`src/rtl/asram_pkg.sv`:
```
`timescale 1ns/1ps
package asram_pkg;

    typedef enum logic [2:0] {
        ST_INIT,
        ST_IDLE,
        ST_READ,
        ST_WSETUP,
        ST_WPULSE,
        ST_RECOVER
    } seq_state_e;

    typedef struct packed {
        seq_state_e state;
        logic       ce_n;
        logic       oe_n;
        logic       we_n;
        logic       dq_oe;
    } seq_regs_t;

    // ceiling of ns / period, never below one cycle
    function automatic int unsigned ns_to_cycles(input int unsigned ns,
                                                 input int unsigned period_ns);
        int unsigned c;
        c = (ns + period_ns - 1) / period_ns;
        return (c == 0) ? 1 : c;
    endfunction

    function automatic int unsigned max3(input int unsigned a,
                                         input int unsigned b,
                                         input int unsigned c);
        int unsigned m;
        m = (a > b) ? a : b;
        return (m > c) ? m : c;
    endfunction

endpackage

```
`src/rtl/asram_wait_cnt.sv`:
```
`timescale 1ns/1ps
module asram_wait_cnt #(
    parameter int unsigned CNT_W   = 8,
    parameter int unsigned RST_VAL = 0
) (
    input  logic             clk,
    input  logic             rst_n,
    input  logic             load_i,
    input  logic [CNT_W-1:0] load_val_i,
    output logic             done_o
);

    logic [CNT_W-1:0] cnt_d, cnt_q;

    always_comb begin
        cnt_d = cnt_q;
        if (load_i) begin
            cnt_d = load_val_i;
        end else if (cnt_q != '0) begin
            cnt_d = cnt_q - 1'b1;
        end
    end

    always_ff @(posedge clk or negedge rst_n) begin
        if (!rst_n) begin
            cnt_q <= CNT_W'(RST_VAL);
        end else begin
            cnt_q <= cnt_d;
        end
    end

    assign done_o = (cnt_q == '0);

endmodule

```
`src/rtl/asram_seq.sv`:
```
`timescale 1ns/1ps
module asram_seq
    import asram_pkg::*;
#(
    parameter int unsigned CNT_W    = 8,
    parameter int unsigned TURN_CYC = 1,
    parameter int unsigned ACC_CYC  = 2,
    parameter int unsigned WE_CYC   = 1
) (
    input  logic             clk,
    input  logic             rst_n,
    input  logic             req_valid_i,
    input  logic             req_write_i,
    input  logic             cnt_done_i,
    output logic             ready_o,
    output logic             accept_o,
    output logic             capture_o,
    output logic             cnt_load_o,
    output logic [CNT_W-1:0] cnt_val_o,
    output logic             ce_n_o,
    output logic             oe_n_o,
    output logic             we_n_o,
    output logic             dq_oe_o
);

    localparam logic [CNT_W-1:0] TURN_LD = CNT_W'(TURN_CYC - 1);
    localparam logic [CNT_W-1:0] ACC_LD  = CNT_W'(ACC_CYC - 1);
    localparam logic [CNT_W-1:0] WE_LD   = CNT_W'(WE_CYC - 1);

    seq_regs_t seq_d, seq_q;

    always_comb begin
        seq_d      = seq_q;
        cnt_load_o = 1'b0;
        cnt_val_o  = '0;
        case (seq_q.state)
            ST_INIT: begin
                if (cnt_done_i) seq_d.state = ST_IDLE;
            end
            ST_IDLE: begin
                if (req_valid_i) begin
                    cnt_load_o = 1'b1;
                    if (req_write_i) begin
                        seq_d.state = ST_WSETUP;
                        cnt_val_o   = TURN_LD;
                    end else begin
                        seq_d.state = ST_READ;
                        cnt_val_o   = ACC_LD;
                    end
                end
            end
            ST_READ: begin
                if (cnt_done_i) seq_d.state = ST_RECOVER;
            end
            ST_WSETUP: begin
                if (cnt_done_i) begin
                    seq_d.state = ST_WPULSE;
                    cnt_load_o  = 1'b1;
                    cnt_val_o   = WE_LD;
                end
            end
            ST_WPULSE: begin
                if (cnt_done_i) seq_d.state = ST_RECOVER;
            end
            ST_RECOVER: seq_d.state = ST_IDLE;
            default:    seq_d.state = ST_IDLE;
        endcase
        // strobes are decoded from the next state so they leave a flop
        seq_d.ce_n  = (seq_d.state == ST_INIT) || (seq_d.state == ST_IDLE);
        seq_d.oe_n  = (seq_d.state != ST_READ);
        seq_d.we_n  = (seq_d.state != ST_WPULSE);
        seq_d.dq_oe = (seq_d.state == ST_WPULSE);
    end

    always_ff @(posedge clk or negedge rst_n) begin
        if (!rst_n) begin
            seq_q <= '{state: ST_INIT, ce_n: 1'b1, oe_n: 1'b1,
                       we_n: 1'b1, dq_oe: 1'b0};
        end else begin
            seq_q <= seq_d;
        end
    end

    assign ready_o   = (seq_q.state == ST_IDLE);
    assign accept_o  = ready_o && req_valid_i;
    assign capture_o = (seq_q.state == ST_READ) && cnt_done_i;
    assign ce_n_o    = seq_q.ce_n;
    assign oe_n_o    = seq_q.oe_n;
    assign we_n_o    = seq_q.we_n;
    assign dq_oe_o   = seq_q.dq_oe;

endmodule

```
`src/rtl/asram_dpath.sv`:
```
`timescale 1ns/1ps
module asram_dpath #(
    parameter int unsigned ADDR_W = 19,
    parameter int unsigned DATA_W = 8
) (
    input  logic              clk,
    input  logic              rst_n,
    input  logic              accept_i,
    input  logic              capture_i,
    input  logic [ADDR_W-1:0] req_addr_i,
    input  logic [DATA_W-1:0] req_wdata_i,
    input  logic [DATA_W-1:0] mem_dq_i,
    output logic [ADDR_W-1:0] addr_o,
    output logic [DATA_W-1:0] wdata_o,
    output logic [DATA_W-1:0] rdata_o,
    output logic              rsp_valid_o
);

    typedef struct packed {
        logic [ADDR_W-1:0] addr;
        logic [DATA_W-1:0] wdata;
        logic [DATA_W-1:0] rdata;
        logic              rsp_valid;
    } dp_regs_t;

    dp_regs_t dp_d, dp_q;

    always_comb begin
        dp_d           = dp_q;
        dp_d.rsp_valid = capture_i;
        if (accept_i) begin
            dp_d.addr  = req_addr_i;
            dp_d.wdata = req_wdata_i;
        end
        if (capture_i) begin
            dp_d.rdata = mem_dq_i;
        end
    end

    always_ff @(posedge clk or negedge rst_n) begin
        if (!rst_n) begin
            dp_q <= '0;
        end else begin
            dp_q <= dp_d;
        end
    end

    assign addr_o      = dp_q.addr;
    assign wdata_o     = dp_q.wdata;
    assign rdata_o     = dp_q.rdata;
    assign rsp_valid_o = dp_q.rsp_valid;

endmodule

```
`src/rtl/asram_ctrl.sv`:
```
`timescale 1ns/1ps
module asram_ctrl
    import asram_pkg::*;
#(
    parameter int unsigned ADDR_W         = 19,
    parameter int unsigned DATA_W         = 8,
    parameter int unsigned CLK_NS         = 10,
    parameter int unsigned PWRUP_NS       = 1000,
    parameter int unsigned ACCESS_NS      = 12,
    parameter int unsigned WE_PULSE_NS    = 10,
    parameter int unsigned DATA_SETUP_NS  = 7,
    parameter int unsigned ADDR_TO_END_NS = 10,
    parameter int unsigned TURN_NS        = 6
) (
    input  logic              clk,
    input  logic              rst_n,
    input  logic              req_valid,
    output logic              req_ready,
    input  logic              req_write,
    input  logic [ADDR_W-1:0] req_addr,
    input  logic [DATA_W-1:0] req_wdata,
    output logic [DATA_W-1:0] rsp_rdata,
    output logic              rsp_valid,
    output logic              mem_ce_n,
    output logic              mem_oe_n,
    output logic              mem_we_n,
    output logic [ADDR_W-1:0] mem_addr,
    output logic [DATA_W-1:0] mem_dq_out,
    output logic              mem_dq_oe,
    input  logic [DATA_W-1:0] mem_dq_in
);

    localparam int unsigned PWR_CYC  = ns_to_cycles(PWRUP_NS, CLK_NS);
    localparam int unsigned ACC_CYC  = ns_to_cycles(ACCESS_NS, CLK_NS);
    localparam int unsigned WE_CYC   = ns_to_cycles(
        max3(WE_PULSE_NS, DATA_SETUP_NS, ADDR_TO_END_NS), CLK_NS);
    localparam int unsigned TURN_CYC = ns_to_cycles(TURN_NS, CLK_NS);
    localparam int unsigned MAX_CYC  = max3(max3(PWR_CYC, ACC_CYC, 1),
                                            WE_CYC, TURN_CYC);
    localparam int unsigned CNT_W    = $clog2(MAX_CYC) + 1;

    logic             cnt_load;
    logic [CNT_W-1:0] cnt_val;
    logic             cnt_done;
    logic             accept;
    logic             capture;

    asram_wait_cnt #(
        .CNT_W   (CNT_W),
        .RST_VAL (PWR_CYC - 1)
    ) wait_cnt_i (
        .clk        (clk),
        .rst_n      (rst_n),
        .load_i     (cnt_load),
        .load_val_i (cnt_val),
        .done_o     (cnt_done)
    );

    asram_seq #(
        .CNT_W    (CNT_W),
        .TURN_CYC (TURN_CYC),
        .ACC_CYC  (ACC_CYC),
        .WE_CYC   (WE_CYC)
    ) seq_i (
        .clk         (clk),
        .rst_n       (rst_n),
        .req_valid_i (req_valid),
        .req_write_i (req_write),
        .cnt_done_i  (cnt_done),
        .ready_o     (req_ready),
        .accept_o    (accept),
        .capture_o   (capture),
        .cnt_load_o  (cnt_load),
        .cnt_val_o   (cnt_val),
        .ce_n_o      (mem_ce_n),
        .oe_n_o      (mem_oe_n),
        .we_n_o      (mem_we_n),
        .dq_oe_o     (mem_dq_oe)
    );

    asram_dpath #(
        .ADDR_W (ADDR_W),
        .DATA_W (DATA_W)
    ) dpath_i (
        .clk         (clk),
        .rst_n       (rst_n),
        .accept_i    (accept),
        .capture_i   (capture),
        .req_addr_i  (req_addr),
        .req_wdata_i (req_wdata),
        .mem_dq_i    (mem_dq_in),
        .addr_o      (mem_addr),
        .wdata_o     (mem_dq_out),
        .rdata_o     (rsp_rdata),
        .rsp_valid_o (rsp_valid)
    );

endmodule

```
`config.mk`:
```
export PLATFORM = sky130hd
export DESIGN_NAME = asram_ctrl
export DESIGN_NICKNAME = d
export VERILOG_FILES = /design/src/rtl/asram_pkg.sv /design/src/rtl/asram_wait_cnt.sv /design/src/rtl/asram_seq.sv /design/src/rtl/asram_dpath.sv /design/src/rtl/asram_ctrl.sv
export SDC_FILE = /design/constraint.sdc
export NUM_CORES = 1
export LEC_CHECK = 0
export CORE_ASPECT_RATIO = 1.5
export CORE_MARGIN = 2
export CORE_UTILIZATION = 25
export DETAILED_ROUTE_END_ITERATION = 10
export HOLD_SLACK_MARGIN = 0.05
export SYNTH_ARGS = -nofsm -noshare
export SYNTH_HDL_FRONTEND = slang
export SYNTH_SLANG_ARGS = --single-unit
```
`constraint.sdc`:
```
create_clock -name clk -period 5.01 [get_ports clk]
set_input_delay 1.2525 -clock clk [delete_from_list [all_inputs] [get_ports clk]]
set_output_delay 1.2525 -clock clk [all_outputs]
set_load 0.05 [all_outputs]
```
# Word-level counts from Yosys, hierarchy flattened
# Index checks and enable logic that the tools add are counted.
[totals] regBits=51 in_bits=39 out_inout_bits=41 wordCells=42
[op_classes] add_sub_neg=1 n_eq_ne=8 mux=14 reduce_logical=9
[op_table] operator="$mux W8" count=4
[op_table] operator="$mux W3" count=4
[op_table] operator="$pmux W3 S4" count=1
[op_table] operator="$logic_not A8 Y1" count=1
[op_table] operator="$reduce_bool A8 Y1" count=1
[op_table] operator="$sub A8 B1 Y8 const B" count=1
[op_table] operator="$eq A3 B1 Y1 const B" count=2
[op_table] operator="$eq A3 B2 Y1 const B" count=2
[op_table] operator="$eq A3 B3 Y1 const B" count=2
[op_table] operator="$logic_not A3 Y1" count=2
[op_table] operator="$mux W1" count=4
[op_table] operator="$ne A3 B2 Y1 const B" count=1
[op_table] operator="$ne A3 B3 Y1 const B" count=1
[op_table] operator="$logic_and A1 B1 Y1" count=2
[op_table] operator="$pmux W1 S2" count=1
[op_table] operator="$reduce_bool A2 Y1" count=1
[op_table] operator="$reduce_or A2 Y1" count=1
[op_table] operator="$logic_or A1 B1 Y1" count=1

# Longest topological paths before layout
# Gate-level depths: netlist (run 1).
[logic_depth] depth_word=5 mapped_depth=7 ltp_nobuf=6

# Modules after synthesis
# Synthesis (run 1) repeated with hierarchy kept, for this count alone.
[unflattened] hier_cells=174 hier_area_um2=2358.5
[by_module_without_submodules] mod="asram_dpath" instances=1 cells_each=75 area_per_inst_um2=1426.4
[by_module_without_submodules] mod="asram_wait_cnt" instances=1 cells_each=54 area_per_inst_um2=481.7
[by_module_without_submodules] mod="asram_seq" instances=1 cells_each=45 area_per_inst_um2=450.4

# Least setup slack after synthesis (run 1)
# OpenSTA, ideal clock, no wires.
[synth_timing] path_kind="register to output" startpoint="reg seq_i.seq_q[4] (netlist bit)" endpoint="out req_ready" arrival_ns=1.778 t_required_ns=3.758 setup_slack_ns=1.979 stages_incl_launch_ff=3 path_buffers=1 path_cell_list="dfrtp_1 -> clkbuf_1 -> nor3b_1"
[synth_between] elab_chain_cells=1
[synth_rtl] element="from (decl)" line="asram_seq.sv:30" text="seq_regs_t seq_d, seq_q;"
[synth_rtl] element="from (signal assigned)" line="asram_seq.sv:77" text="seq_q <= '{state: ST_INIT, ce_n: 1'b1, oe_n: 1'b1,"
[synth_rtl] element="from (signal assigned)" line="asram_seq.sv:80" text="seq_q <= seq_d;"
[synth_rtl] element="$eq A3 B1 Y1" line="asram_seq.sv:84" text="assign ready_o = (seq_q.state == ST_IDLE);"
[synth_rtl] element="to (decl)" line="asram_ctrl.sv:18" text="output logic req_ready,"
# Every way passes these cells.

# Worst setup path after layout (run 1)
# Ends and elaborated chain as after synthesis.

==> run_results.csv, run 1 <==
group,metric,value,unit
run_status,status,"finished clean",
setup_path,worstPathRequired,3.76,ns
setup_path,cp.arrival,1.92,ns
grt,grt_pass1_vias,1719,
grt,grt_util_met2,20.1,%
timing,timing.final.ws_setup,1.84,ns
grt,grt_max_degree,52,
synthesis,syn-instance-count,207,
placed_design,dp.cells,388,
setup_path,ff2ff_path_depth,6,
finish,layout.nets,328,
clock_network,cts_max_level,2,
power,leakage,1.45,nW
power,ir_drop,0.000330,V
synthesis,syn_area,2110,sq um
grt,grtUsageMet1,12.1,%
clock_network,clock_sinks,51,
drt,vias_per_cell,4.23,
timing,fin_skew,0.00447,ns
clock_network,post_cts_buffers,0,
setup_path,crit_start,"seq_i.seq_q[4]",
grt,antenna_found_initial,0,
clock_network,clockRootBuffer,"clkbuf_16",
timing,tightest_slew,1.02,ns
grt,grt-busiest-layer,"met2",
setup_path,path_class,"reg2out",
synthesis,synth.distinct_cells,32,
setup_path,rr_startpoint,"wait_cnt_i.cnt_q[0]",
die,pin_count,80,
die,start_util,25.4,%
hold_path,hold-path-cell-count,2,
clock_network,path_clk_slew,0.06,ns
finish,antennaDiodeCount,0,
finish,area_delta_synth_final,50.4,%
die,core_area,8310,sq um
die,dieArea,9220,sq um
timing,fmax,0.315,GHz
setup_path,reg2reg_slack,2.71,ns
clock_network,cts_resized,0,
placed_design,post-dp-hpwl,3.46,mm
setup_path,cp-start-kind,"flop",
synthesis,yosys_warnings,0,
finish,finalNonFillerCells,396,
die,die_h,117,um
timing,relSlewSlack,31.6,%
timing,slew_violations,0,
grt,grt_overflow,0,
drt,drt-pass1-iter-count,4,
grt,grt_usage,11.2,%
timing,setup_viol,0,
synthesis,ys_seq_area_share,60.8,%
placed_design,io_buffer_count,79,
setup_path,crit_path_max_fanout,10,
power,power_density,751,nW/um^2
timing,finalCritPeriodShare,63.3,%
clock_network,cts_made_buffers,5,
clock_network,clkLatencyLatePin,0.29,ns
clock_network,cts_tree,"yes",
power,finalPower,0.00239,W
synthesis,synth_area_per_cell,10.2,sq um
job,drv_cap,0,
clock_network,cts_hold_buf,0,
drt,first_iter_violations,111,
die,die_w,79.1,um
placed_design,place.gp.congestion,0.787,
synthesis,postSynthNetCount,247,
finish,n_fill_cell,836,
synthesis,ys_ff_latch,51,
finish,drive_above_1_share,10.0,%
setup_path,r2r_end,"dpath_i.rdata_o[1]",
timing,finalHoldViolations,0,
clock_network,clk_path_buf_depth,2,
drt,antenna_left,0,
drt,drcViolationCount,0,
timing,setup-tns-final,0,ns
drt,avgRoutedWirePerCell,12.3,um
timing,holdWs,0.474,ns
placed_design,dp_slack,1.97,ns
timing,period_minus_slack,3.17,ns
grt,grt_pass1_wl,7.96,mm
die,fp-row-count,41,
setup_path,end_kind,"primary output",
hold_path,hp-class,"reg2reg",
setup_path,crit_end,"req_ready",
grt,grt.met3_usage,3.01,%
timing,rsz0062_at_grt,"false",
drt,routed_wl,4.88,mm
drt,vias,1675,
layout by cell type (no fill, tap or decap):
cell	count
a211oi_1	1
a21o_1	1
a21oi_1	4
and2_0	1
buf_2	1
buf_4	2
bufinv_16	1
clkbuf_1	2
clkbuf_16	5
clkdlybuf4s50_1	78
dfrtp_1	44
dfstp_2	7
ha_1	1
inv_1	4
mux2_4	8
mux2i_1	1
nand2_1	88
nand2_2	1
nand2b_1	4
nand3_1	1
nand3b_1	4
nor2_1	8
nor2_2	1
nor3_1	2
nor3b_1	1
nor3b_4	1
nor4_4	1
nor4b_1	1
o211ai_1	1
o21a_1	1
o21ai_0	3
o21ai_1	1
o22ai_1	3
or3_1	2
or3_2	1
xnor2_1	2
xor2_1	1
cells by family after synthesis:
kind of cell | share of synthesized area, %
xor gates and xnor gates | 1.24
and+or+nand+nor | 24.7
buffers and inverters | 2.31
muxes | 6.15
DFF | 60.8
adders and majority gates | 0.592
AOI/OAI and AO/OA | 4.20
sequential cells by signal, indices dropped and copies added (netlist names):
| signal | count |
|---|---|
| dpath_i.addr_o | 19 |
| wait_cnt_i.cnt_q | 8 |
| dpath_i.rdata_o | 8 |
| seq_i.dq_oe_o | 1 |
| dpath_i.wdata_o | 8 |
| seq_i.oe_n_o | 1 |
| seq_i.we_n_o | 1 |
| seq_i.seq_q | 3 |
| dpath_i.rsp_valid_o | 1 |
| seq_i.ce_n_o | 1 |
synthesized netlist by cell type:
cell / instances / area (sq um)
nand2_1: 88 / 330
dfrtp_1: 44 / 1100
nor2_1: 9 / 33.8
mux2_4: 8 / 120
dfstp_2: 7 / 184
clkbuf_1: 6 / 22.5
a21oi_1: 4 / 20.0
inv_1: 4 / 15.0
nand2b_1: 4 / 25.0
nand3b_1: 4 / 30.0
o21ai_0: 3 / 15.0
o22ai_1: 3 / 18.8
nor3_1: 2 / 10.0
or3_1: 2 / 12.5
xnor2_1: 2 / 17.5
a211oi_1: 1 / 7.51
a21o_1: 1 / 7.51
and2_0: 1 / 6.26
buf_6: 1 / 11.3
ha_1: 1 / 12.5
mux2i_1: 1 / 10.0
nand2_2: 1 / 6.26
nand3_1: 1 / 5.00
nor3b_1: 1 / 7.51
nor3b_4: 1 / 18.8
nor4_4: 1 / 21.3
nor4b_1: 1 / 8.76
o211ai_1: 1 / 7.51
o21a_1: 1 / 7.51
o21ai_1: 1 / 5.00
or3_2: 1 / 7.51
xor2_1: 1 / 8.76
critical path: stages (launching register included):
cell             delay (ns)
dfrtp_1                0.49
nor3b_1                0.29
clkdlybuf4s50_1        0.85
final cells by class:
type	count	area [sq um]	share of cell area [%]
inverters	4	15.0	0.472
well taps	107	134	4.21
repair buffers	81	801	25.2
clock buffers	7	133	4.17
clock inverters	1	30.0	0.944
multi-input cells	145	783	24.6
flip-flops and latches	51	1280	40.4
through the flow:
step                instance area (sq um)  util [%]
detailed placement                   3020      36.3
finish                               3180      38.3
CTS                                  3180      38.3
global route                         3180      38.3
global placement                     3020      36.3
floorplan                            2110         -
per-layer routing:
| metal | wire length (um) | part of all wire, % |
|---|---|---|
| met3 | 185 | 3.8 |
| met2 | 2710 | 55 |
| met1 | 1870 | 38 |
| met4 | 123 | 2.5 |
| met5 | 0 | 0 |
worst min path at each step:
| stage | start | slack, ns | to |
|---|---|---|---|
| 3_5_place_dp | dpath_i.addr_o[0] | 0.46 | dpath_i.addr_o[0] |
| 5_1_grt | dpath_i.addr_o[1] | 0.50 | dpath_i.addr_o[1] |
| 4_1_cts | dpath_i.addr_o[1] | 0.48 | dpath_i.addr_o[1] |
| 3_3_place_gp | dpath_i.addr_o[8] | 0.46 | dpath_i.addr_o[8] |
| 6_report | dpath_i.addr_o[2] | 0.47 | dpath_i.addr_o[2] |
| 2_1_floorplan | wait_cnt_i.cnt_q[1] | 0.47 | wait_cnt_i.cnt_q[1] |
where the power goes:
group	total (W)	leakage (nW)	switching [W]	internal (W)
clock network	0.000377	0.0781	0.000141	0.000236
registers	0.000753	0.619	0.000135	0.000618
logic	0.00126	0.754	0.000799	0.000461
total	0.00239	1.45	0.00107	0.00132
Power figures use the tool's default switching activity.
==> inputs of run 2 (changes only) <==
==> constraint.sdc (replaced) <==
create_clock -name clk -period 3.35 [get_ports clk]
set_input_delay 0.8375 -clock clk [delete_from_list [all_inputs] [get_ports clk]]
set_output_delay 0.8375 -clock clk [all_outputs]
set_load 0.05 [all_outputs]
==> run 2 against run 1 <==
Against the previous run:
- die area unchanged
- non-clock buffer count up 1
- total power up 53%
- first-iteration DRC count down 29%
- utilization up 0.41 points
- wire length up 2.1%
- worst setup slack worse by 1.3 ns
- final area up 1.1%
==> run_results.csv, run 2 (synthesis results as in run 1) <==
group,metric,value,unit
clock_network,cts_max_level,2,
die,die_h,117,um
finish,mostFrequentLayoutCells,"nand2_1 (88), clkdlybuf4s50_1 (78), dfrtp_1 (44)",
die,fp-row-count,41,
clock_network,cts_tree,"yes",
power,ir_drop,0.000537,V
drt,drcViolationCount,0,
setup_path,cpPeakStageDelay,0.86,ns
timing,relSlewSlack,56.1,%
timing,slew_violations,0,
timing,finalHoldViolations,0,
drt,vias_per_cell,4.22,
setup_path,crit_buf_inv,1,
drt,routed_wl,4.99,mm
finish,final_common_cell,"nand2_1",
timing,period_minus_slack,2.78,ns
clock_network,clock_sinks,51,
power,power_density,1140,nW/um^2
drt,vias,1677,
hold_path,hp-start,"dpath_i.addr_o[5]",
setup_path,cp_slowest_cell,"clkdlybuf4s50_1",
placed_design,place.gp.congestion,0.782,
clock_network,cts_made_buffers,5,
timing,tightest_slew,0.658,ns
timing,rsz0062_at_grt,"false",
drt,avgRoutedWirePerCell,12.6,um
timing,finalCritPeriodShare,82.9,%
finish,area_delta_synth_final,52.0,%
job,drv_cap,0,
clock_network,path_clk_slew,0.06,ns
placed_design,io_buffer_count,79,
setup_path,reg2reg_slack,1.02,ns
die,dieArea,9220,sq um
hold_path,hold-path-cell-count,2,
clock_network,clk_path_buf_depth,2,
power,finalPower,0.00367,W
setup_path,crit_chain,"nor3b_1 -> clkdlybuf4s50_1",
drt,drt-pass1-iter-count,4,
setup_path,ff2ff_path_depth,6,
hold_path,hp-class,"reg2reg",
placed_design,placed_area,3030,sq um
setup_path,crit_path_max_fanout,10,
run_status,status,"finished clean",
grt,grt_overflow,0,
finish,antennaDiodeCount,0,
placed_design,post-dp-hpwl,3.58,mm
setup_path,end_kind,"primary output",
clock_network,post_cts_buffers,0,
clock_network,clockRootBuffer,"clkbuf_16",
timing,setup_viol,0,
timing,fin_skew,0.00408,ns
finish,design_area,3210,sq um
drt,first_iter_violations,79,
finish,drive_above_1_share,10.7,%
finish,final_util,38.7,%
timing,fmax,0.360,GHz
setup_path,cpLargestDelayFamily,"buffers and inverters",
finish,regArea,1280,sq um
grt,grt_max_degree,52,
drt,antenna_left,0,
die,pin_count,80,
clock_network,clkLatencyLatePin,0.29,ns
finish,n_fill_cell,846,
die,start_util,25.4,%
setup_path,rr_startpoint,"wait_cnt_i.cnt_q[0]",
finish,multiInputGateArea,783,sq um
finish,layout.nets,329,
grt,grt_pass1_wl,8.24,mm
hold_path,min_to,"dpath_i.addr_o[5]",
setup_path,path_class,"reg2out",
finish,largest_reg_flops,19,
grt,grt_usage,11.5,%
grt,antenna_found_initial,0,
clock_network,cts_resized,0,
setup_path,cp-start-kind,"flop",
setup_path,cp.arrival,1.94,ns
clock_network,cts_hold_buf,0,
die,core_area,8310,sq um
setup_path,r2r_end,"dpath_i.rdata_o[1]",
power,leakage,1.47,nW
timing,setup-tns-final,0,ns
setup_path,worstPathRequired,2.51,ns
die,die_w,79.1,um
grt,grt_pass1_vias,1711,
run 2: changes by cell type in the layout (fill, tap and decap cells not counted), sizes merged:
cell / delta
bufinv: +1
clkbuf: -1
buf: +1
run 2: per-stage QoR:
step / hold slack (ns) / setup WS, ns / instances
3_5_place_dp: 0.461 / 0.879 / 389
4_1_cts: 0.477 / 0.541 / 397
5_1_grt: 0.498 / 0.472 / 397
2_1_floorplan: 0.466 / 0.734 / 207
6_report: 0.471 / 0.572 / 397
3_3_place_gp: 0.459 / 0.877 / 389
run 2: tightest hold or removal path: stages (launching register included):
cell     delay (ns)
dfrtp_1        0.34
nand2_1        0.05
nand2_1        0.05
run 2: layer usage:
| layer | vias to the layer above | share of wire [%] | GRT usage [%] |
|---|---|---|---|
| met5 | - | 0 | 0 |
| met4 | 0 | 1.5 | 4.48 |
| met1 | 810 | 38 | 12.4 |
| met2 | 40 | 57 | 21.5 |
| li1 | 821 | - | - |
| met3 | 6 | 4.3 | 2.94 |
run 2: worst max-delay path by stage:
stage	from	to	slack, ns	cells past startpoint
2_1_floorplan	seq_i.seq_q[4]	req_ready	0.73	2
3_3_place_gp	seq_i.seq_q[4]	req_ready	0.88	2
3_5_place_dp	seq_i.seq_q[4]	req_ready	0.88	2
4_1_cts	seq_i.seq_q[4]	req_ready	0.54	2
5_1_grt	seq_i.seq_q[4]	req_ready	0.47	2
6_report	seq_i.seq_q[4]	req_ready	0.57	2
run 2: power breakdown:
part	leakage, nW	total (W)	switching (W)	internal, W
logic	0.760	0.00190	0.00121	0.000692
clock network	0.0911	0.000648	0.000220	0.000428
registers	0.619	0.00111	0.000190	0.000924
run 2: cell type report:
class	instances	share of cell area [%]
flip-flops and latches	51	40.0
clock inverters	2	1.87
well taps	107	4.17
inverters	4	0.467
multi-input cells	145	24.4
repair buffers	82	25.1
clock buffers	6	4.01
==> inputs of run 3 (changes only) <==
==> constraint.sdc (replaced) <==
create_clock -name clk -period 2.7 [get_ports clk]
set_input_delay 0.675 -clock clk [delete_from_list [all_inputs] [get_ports clk]]
set_output_delay 0.675 -clock clk [all_outputs]
set_load 0.05 [all_outputs]
==> run 3 against run 2 <==
Against the previous run:
- utilization decreased by 0.18 points
- first-iteration DRC count decreased by 18%
- via count increased by 1.5%
- global-route usage decreased by 0.081 points
- sequential power increased by 26%
- critical path depth decreased by 1
- clock power increased by 2%
- die area unchanged
- register-to-register slack got worse by 0.57 ns
- cell count increased by 0.50%
- highest routed layer unchanged
==> run_results.csv, run 3 (synthesis results as in run 1) <==
group,metric,value,unit
clock_network,cts_max_level,2,
power,swShare,45.6,%
power,ir_drop,0.000549,V
setup_path,crit_start,"seq_i.oe_n_o",
finish,design_area,3200,sq um
die,die_w,79.1,um
clock_network,clkLatencyLatePin,0.29,ns
grt,antenna_found_initial,0,
finish,layout.nets,331,
drt,antenna_left,0,
setup_path,reg2reg_slack,0.45,ns
setup_path,crit_end,"mem_oe_n",
placed_design,placed_area,3040,sq um
power,seq_power_share,31.6,%
setup_path,cp.arrival,1.60,ns
placed_design,io_buffer_count,79,
job,drv_cap,0,
hold_path,hp-class,"in2async",
timing,finalCritPeriodShare,84.3,%
clock_network,cts_hold_buf,0,
setup_path,cpLargestDelayFamily,"buffers and inverters",
grt,grt_overflow,0,
placed_design,post-dp-hpwl,3.78,mm
setup_path,worstPathRequired,2.03,ns
drt,vias,1702,
timing,fmax,0.440,GHz
timing,tightest_slew,0.678,ns
finish,mostFrequentLayoutCells,"nand2_1 (88), clkdlybuf4s50_1 (77), dfrtp_1 (44)",
finish,n_fill_cell,859,
setup_path,r2r_end,"dpath_i.rdata_o[0]",
setup_path,ff2ff_path_depth,6,
grt,grt_usage,11.5,%
power,power_density,1380,nW/um^2
die,pin_count,80,
grt,grt_pass1_wl,8.25,mm
clock_network,path_clk_slew,0.06,ns
clock_network,clock_sinks,51,
setup_path,path_class,"reg2out",
power,p_int,0.00240,W
drt,avgRoutedWirePerCell,12.6,um
timing,setup-tns-final,0,ns
drt,first_iter_violations,65,
power,combinationalPowerShare,53.4,%
die,die_h,117,um
finish,largest_reg_flops,19,
drt,routed_wl,5.02,mm
setup_path,crit_chain,"clkdlybuf4s50_1",
power,switchingPower,0.00201,W
timing,period_minus_slack,2.28,ns
setup_path,crit_buf_inv,1,
clock_network,cts_made_buffers,5,
timing,fin_skew,0.00435,ns
clock_network,clk_path_buf_depth,2,
run_status,status,"finished clean",
setup_path,end_kind,"primary output",
timing,relSlewSlack,54.5,%
setup_path,cp-start-kind,"flop",
die,core_area,8310,sq um
finish,area_delta_synth_final,51.3,%
timing,setup_viol,0,
drt,drcViolationCount,0,
finish,multiInputGateArea,783,sq um
drt,vias_per_cell,4.27,
timing,rsz0062_at_grt,"false",
timing,slew_violations,0,
setup_path,rr_startpoint,"wait_cnt_i.cnt_q[0]",
clock_network,post_cts_buffers,0,
grt,grt_pass1_vias,1738,
placed_design,place.gp.congestion,0.829,
finish,regArea,1280,sq um
finish,final_common_cell,"nand2_1",
power,leakage,1.48,nW
finish,drive_above_1_share,11.3,%
die,start_util,25.4,%
setup_path,cpPeakStageDelay,0.79,ns
power,p_clk_share,15.0,%
drt,drt-pass1-iter-count,4,
timing,finalHoldViolations,0,
setup_path,cp_slowest_cell,"clkdlybuf4s50_1",
setup_path,crit_path_max_fanout,1,
grt,grt_max_degree,31,
clock_network,cts_tree,"yes",
die,dieArea,9220,sq um
finish,antennaDiodeCount,0,
die,fp-row-count,41,
setup_path,cp.depth,1,
clock_network,clockRootBuffer,"clkbuf_16",
[run 3: power groups by stage]
stage / clock network (W) / registers [W] / logic, W
after CTS: 0.000687 / 0.00140 / 0.00239
final: 0.000662 / 0.00140 / 0.00236
after global routing: 0.000716 / 0.00145 / 0.00251
after global placement: 0 / 0.00140 / 0.00236
after floorplan: 0 / 0.00232 / 0.000654
after detailed placement: 0 / 0.00140 / 0.00239
[run 3: worst min path at each step]
stage               slack, ns                 end                from  cells after the start
global route             0.25       seq_i.dq_oe_o               rst_n                      1
detailed placement       0.47  dpath_i.addr_o[17]  dpath_i.addr_o[17]                      2
CTS                      0.25       seq_i.dq_oe_o               rst_n                      1
floorplan                0.38   dpath_i.addr_o[0]               rst_n                      0
global placement         0.46  dpath_i.wdata_o[5]  dpath_i.wdata_o[5]                      2
finish                   0.24       seq_i.dq_oe_o               rst_n                      1
[run 3: through the flow]
stage               instances  power [W]  utilization [%]  hold WS (ns)  worst slack, ns
floorplan                 207    0.00298                -         0.379            0.135
global placement          391    0.00376             36.6         0.459            0.389
detailed placement        391    0.00379             36.6         0.465            0.376
CTS                       399    0.00448             38.5         0.254           0.0415
global route              399    0.00467             38.5         0.252            0.322
finish                    399    0.00442             38.5         0.244            0.425
[run 3: final cells by class]
class | instances | area share, %
Sequential cell | 51 | 40.2
Inverter | 4 | 0.469
Tap cell | 107 | 4.18
Clock buffer | 8 | 4.89
Timing Repair Buffer | 84 | 25.8
Multi-Input combinational cell | 145 | 24.5
[run 3: timing repair]
item | CTS | global route
resized for setup | 0 | 1
hold endpoints to repair | 0 | 0
endpoints found under the setup margin | 0 | 1
[run 3: per-layer routing]
layer,track usage (%),up-vias,wire length [um]
met5,0,-,0
met4,4.71,0,89
met3,2.94,6,228
met2,21.4,45,2840
met1,12.1,821,1860
li1,-,830,-
